==> config.mk <==
export PLATFORM = sky130hd
export DESIGN_NAME = raster_timing_gen
export DESIGN_NICKNAME = d
export VERILOG_FILES = /design/src/rtl/raster_pkg.sv /design/src/rtl/raster_regs.sv /design/src/rtl/raster_axis.sv /design/src/rtl/raster_timing_gen.sv
export SDC_FILE = /design/constraint.sdc
export NUM_CORES = 1
export LEC_CHECK = 0
export ABC_AREA = 1
export BUFFER_PORTS_ARGS = -buffer_cell sky130_fd_sc_hd__buf_2
export CORE_UTILIZATION = 63
export CTS_CLUSTER_SIZE = 8
export DETAILED_ROUTE_END_ITERATION = 6
export PLACE_DENSITY_LB_ADDON = 0.1
export SKIP_LAST_GASP = 1
export SLEW_MARGIN = 30
export SYNTH_ARGS = -nofsm -noshare
export SYNTH_HDL_FRONTEND = slang
export SYNTH_HIERARCHICAL = 1
export SYNTH_SLANG_ARGS = --single-unit
export TNS_END_PERCENT = 1
==> constraint.sdc <==
create_clock -name clk -period 2.8 [get_ports clk]
set_input_delay 0.14 -clock clk [delete_from_list [all_inputs] [get_ports clk]]
set_output_delay 0.14 -clock clk [all_outputs]
set_load 0.01 [all_outputs]
==> src/rtl/raster_pkg.sv <==
package raster_pkg;
    parameter int RG_W    = 12;
    parameter int POS_W   = RG_W + 1;
    parameter int DATA_W  = 20;
    parameter int ADDR_W  = 4;
    parameter int NUM_BND = 6;

    localparam int BND_SYNC   = 0;
    localparam int BND_BSTART = 1;
    localparam int BND_DSTART = 2;
    localparam int BND_DEND   = 3;
    localparam int BND_BEND   = 4;
    localparam int BND_TOTAL  = 5;

    localparam int ADR_H0   = 0;
    localparam int ADR_V0   = ADR_H0 + NUM_BND;
    localparam int ADR_CTRL = ADR_V0 + NUM_BND;
    localparam int ADR_CTOP = ADR_CTRL + 1;
    localparam int ADR_CBOT = ADR_CTOP + 1;

    localparam int CTRL_EN_BIT   = 12;
    localparam int CTRL_HPOL_BIT = 16;
    localparam int CTRL_VPOL_BIT = 18;

    typedef logic [NUM_BND-1:0][RG_W-1:0] bnd_set_t;

    typedef struct packed {
        bnd_set_t        hb;
        bnd_set_t        vb;
        logic            en;
        logic            hpol;
        logic            vpol;
        logic [RG_W-1:0] cur_top;
        logic [RG_W-1:0] cur_bot;
    } raster_cfg_t;

    typedef enum logic {SHD_CLEAN, SHD_PENDING} shadow_st_t;

    // Fixed pipeline offset added back to each horizontal boundary.
    function automatic int h_offset(input int idx);
        case (idx)
            BND_SYNC:   return 8;
            BND_BSTART: return 12;
            BND_DSTART: return 18;
            BND_DEND:   return 18;
            BND_BEND:   return 12;
            default:    return 8;
        endcase
    endfunction

    // Total is aligned to 4, every other horizontal point to 2.
    function automatic logic [RG_W-1:0] h_align(input int idx, input logic [RG_W-1:0] v);
        if (idx == BND_TOTAL) return {v[RG_W-1:2], 2'b00};
        return {v[RG_W-1:1], 1'b0};
    endfunction
endpackage

==> src/rtl/raster_regs.sv <==
module raster_regs
    import raster_pkg::*;
(
    input  logic              clk,
    input  logic              rst_n,
    input  logic              wr_en,
    input  logic [ADDR_W-1:0] wr_addr,
    input  logic [DATA_W-1:0] wr_data,
    input  logic              frame_end,
    output raster_cfg_t       active
);
    raster_cfg_t shadow;
    shadow_st_t  st, st_nxt;
    logic        wr_ok;
    logic        load;

    assign wr_ok = wr_en && (wr_addr <= ADDR_W'(ADR_CBOT));

    always_ff @(posedge clk) begin
        if (!rst_n) begin
            shadow <= '0;
        end else if (wr_ok) begin
            for (int i = 0; i < NUM_BND; i++) begin
                if (wr_addr == ADDR_W'(ADR_H0 + i)) shadow.hb[i] <= wr_data[RG_W-1:0];
                if (wr_addr == ADDR_W'(ADR_V0 + i)) shadow.vb[i] <= wr_data[RG_W-1:0];
            end
            if (wr_addr == ADDR_W'(ADR_CTRL)) begin
                shadow.en   <= wr_data[CTRL_EN_BIT];
                shadow.hpol <= wr_data[CTRL_HPOL_BIT];
                shadow.vpol <= wr_data[CTRL_VPOL_BIT];
            end
            if (wr_addr == ADDR_W'(ADR_CTOP)) shadow.cur_top <= wr_data[RG_W-1:0];
            if (wr_addr == ADDR_W'(ADR_CBOT)) shadow.cur_bot <= wr_data[RG_W-1:0];
        end
    end

    // State register
    always_ff @(posedge clk) begin
        if (!rst_n) st <= SHD_CLEAN;
        else        st <= st_nxt;
    end

    // Next state and outputs
    always_comb begin
        load   = 1'b0;
        st_nxt = st;
        unique case (st)
            SHD_CLEAN: begin
                if (wr_ok) st_nxt = SHD_PENDING;
            end
            SHD_PENDING: begin
                load = frame_end;
                if (frame_end && !wr_ok) st_nxt = SHD_CLEAN;
            end
        endcase
    end

    always_ff @(posedge clk) begin
        if (!rst_n)    active <= '0;
        else if (load) active <= shadow;
    end
endmodule

==> src/rtl/raster_axis.sv <==
module raster_axis
    import raster_pkg::*;
#(
    parameter bit HORIZ = 1'b1
) (
    input  logic             clk,
    input  logic             rst_n,
    input  logic             step,
    input  bnd_set_t         bnd,
    output logic [POS_W-1:0] pos,
    output logic             at_end,
    output logic             in_sync,
    output logic             in_border,
    output logic             in_disp
);
    logic [NUM_BND-1:0][POS_W-1:0] edge_pos;

    for (genvar gi = 0; gi < NUM_BND; gi++) begin : g_edge
        if (HORIZ) begin : g_h
            assign edge_pos[gi] = POS_W'(h_align(gi, bnd[gi])) + POS_W'(h_offset(gi));
        end else begin : g_v
            assign edge_pos[gi] = POS_W'(bnd[gi]) + POS_W'(1);
        end
    end

    assign at_end = (pos == edge_pos[BND_TOTAL] - POS_W'(1));

    always_ff @(posedge clk) begin
        if (!rst_n)    pos <= '0;
        else if (step) pos <= at_end ? '0 : pos + POS_W'(1);
    end

    assign in_sync   = pos < edge_pos[BND_SYNC];
    assign in_border = (pos >= edge_pos[BND_BSTART]) && (pos < edge_pos[BND_BEND]);
    assign in_disp   = (pos >= edge_pos[BND_DSTART]) && (pos < edge_pos[BND_DEND]);
endmodule

==> src/rtl/raster_timing_gen.sv <==
module raster_timing_gen
    import raster_pkg::*;
(
    input  logic              clk,
    input  logic              rst_n,
    input  logic              pix_en,
    input  logic              wr_en,
    input  logic [ADDR_W-1:0] wr_addr,
    input  logic [DATA_W-1:0] wr_data,
    output logic [POS_W-1:0]  h_pos,
    output logic [POS_W-1:0]  v_pos,
    output logic              hsync,
    output logic              vsync,
    output logic              disp_en,
    output logic              border_en,
    output logic              cursor_vwin
);
    raster_cfg_t active;
    logic h_end, v_end, frame_end, v_step;
    logic h_sync, h_bord, h_disp;
    logic v_sync, v_bord, v_disp;

    assign v_step    = pix_en && h_end;
    assign frame_end = v_step && v_end;

    raster_regs u_regs (
        .clk       (clk),
        .rst_n     (rst_n),
        .wr_en     (wr_en),
        .wr_addr   (wr_addr),
        .wr_data   (wr_data),
        .frame_end (frame_end),
        .active    (active)
    );

    raster_axis #(.HORIZ(1'b1)) u_hax (
        .clk(clk), .rst_n(rst_n), .step(pix_en), .bnd(active.hb),
        .pos(h_pos), .at_end(h_end), .in_sync(h_sync),
        .in_border(h_bord), .in_disp(h_disp)
    );

    raster_axis #(.HORIZ(1'b0)) u_vax (
        .clk(clk), .rst_n(rst_n), .step(v_step), .bnd(active.vb),
        .pos(v_pos), .at_end(v_end), .in_sync(v_sync),
        .in_border(v_bord), .in_disp(v_disp)
    );

    always_comb begin
        hsync       = h_sync ^ active.hpol;
        vsync       = v_sync ^ active.vpol;
        disp_en     = active.en && h_disp && v_disp;
        border_en   = active.en && h_bord && v_bord && !(h_disp && v_disp);
        cursor_vwin = (v_pos >= POS_W'(active.cur_top)) && (v_pos < POS_W'(active.cur_bot));
    end
endmodule

==> impl_metrics.toml <==
[timing]
worst_slew_pin_slew_ns = 1.100
relSlewSlack_pct = 26.61
fin_skew_ns = 0.01682
setup_viol_count_final = 4
fmax_ghz = 0.3014
worst_slack_ns = -0.5180
rsz0062_at_grt = "true"
fin_crit_sh_pct = 118.5
hold_viol = 0
drv_slew = 0
layout_min_cycle_time_ns = 3.318

[placement]
placed_cell_area_um2 = 20220
hpwlAfterDp_um = 34340
gp_congestion = 0.9162
io_buffers = 53
dp.cells = 3086

[critical_path]
worstSetupStartpoint = "u_regs/active[124]"
r2r-start = "u_regs/active[162]"
worstPathMaxFanout = 4
crit_required_ns = 2.66
worstSetupPathType = "reg -> out"
cp.arrival_ns = 3.18
end_kind = "output port"
start_kind = "flip-flop"

[drt]
routed_wl_um = 52850
detail_route.wl_per_cell_um = 16.75
drt-met1-wl_um = 22690
first_pass_iters = 7
drtIter0Drc = 1531
met3WireLength_um = 3463
routed.top_layer = "met4"
vias_per_cell = 5.719
vias = 18042
route.met2.wl_um = 24660
ant_nets = 0
drc = 6

[grt]
grt.overflow.total = 0
antenna_found_initial = 0
grt_start_max_net_pins = 107
grt_usage_pct = 33.63
grt_pass1_wl_um = 83400
grt_pass1_vias = 16906

[layout]
diodes = 0
final_cell_mix = "540 x nor2_1, 369 x nand2_1, 340 x dfxtp_1"
syn_to_final_growth_pct = 15.26
drive_above_1_share_pct = 13.06
final_nets = 2945
design_area_um2 = 22050
stdcell_count = 3155
num-fill-cells = 2363
final_common_cell = "nor2_1"

[clock_tree]
cts.clk_slew.worst_paths_ns = 0.05
numCtsBuffers = 50
clock_latency_ns = 0.56
cts_root_buf = "clkbuf_16"
clk_path_buf_depth = 3
ctsHtreeMaxLevel = 2
cts_tree = "done"
clock-sinks = 355

[power_and_ir_drop]
powerDensity_nw_per_um2 = 501.3
power_mw = 11.06
ir_drop_uv = 525.3
power_leakage_nw = 9.369

[die]
rows = 63
initial_core_util_pct = 64.21
die_area_um2 = 31070
die_h_um = 176.3
die_w_um = 176.3
io_pins = 59
core_area_um2 = 29800

[status]
violations = "design-rule violations, negative setup slack"
status = "finished with violations"

[run]
cap_viol_max_count = 0

[yosys]
syn_avg_cell_area_um2 = 7.158
synth_nets = 2856
postSynthCellCount = 2673
synth_warnings = 6
syn_area_um2 = 19130

[min_path]
hp-class = "in -> reg"
holdCritStartpoint = "wr_data[0]"
==> routing by layer <==
metal  GRT usage (%)  up-vias
met4           13.19        0
met3           4.587      157
met5               0        -
met2           56.36      589
li1                -     8906
met1           43.65     8390
==> stage by stage <==
step | hold WS, ns | worst slack, ns | TNS (ns) | utilization (%)
2_1_floorplan | 0.2492 | 0.3437 | 0 | -
3_3_place_gp | 0.4128 | -0.07890 | -0.07890 | 67.86
3_5_place_dp | 0.4064 | -0.1330 | -0.1330 | 67.86
4_1_cts | 0.1006 | -0.4001 | -1.329 | 73.27
5_1_grt | 0.1260 | -0.6468 | -23.87 | 74.02
6_report | 0.1030 | -0.5180 | -1.560 | 74.02
==> area by class of cell <==
type	count	area, um^2	share of cell area [%]
timing repair buffer	179	1355	6.144
multi-input combinational	1986	11030	50.01
sequential	355	7128	32.32
tap	390	488.0	2.213
clock buffer	52	1280	5.804
inverter	190	715.7	3.245
clock inverter	3	58.81	0.2667
==> power by group <==
part | leakage, nW | switching, mW | internal (mW) | total (mW)
logic | 5.84 | 0.374 | 0.150 | 0.524
registers | 2.87 | 0.0285 | 5.12 | 5.15
clock network | 0.658 | 2.11 | 3.28 | 5.39
total | 9.37 | 2.51 | 8.55 | 11.1
==> worst max-delay path: stages, from the launching register on <==
cell and delay (ns):
dfxtp_4 0.37, nand3_2 0.11, nand2_2 0.11, buf_4 0.11, buf_4 0.09, buf_4 0.09, nand4_1 0.10, xnor2_1 0.21
inv_1 0.09, ha_4 0.28, nand2_1 0.06, nor2_1 0.17, nand3_1 0.13, o2111ai_1 0.14, a31oi_2 0.08, nor2_4 0.16
and3_1 0.19, buf_2 0.13
==> sequential cells by signal, summed over array words and instances (netlist names) <==
name	count
u_vax/pos	13
u_regs/st	1
u_regs/active	164
u_regs/shadow	164
u_hax/pos	13
==> what timing repair did <==
item | CTS | global route
gates resized for setup | 46 | 47
pin swaps | 26 | 22
hold buffers | 4 | 0
setup buffers | 7 | 3
hold endpoints to repair | 4 | 0
endpoints found under the setup margin | 4 | 172
==> worst paths after layout <==
kind	slack [ns]	cells past startpoint	endpoint
setup / recovery	-0.52	17	disp_en
hold / removal	0.10	3	u_regs/shadow[87]
setup reg to reg	0	15	u_regs/active[58]
hold reg to reg	0.47	2	u_regs/shadow[52]
Note: power is estimated with default switching activity, not from simulation.
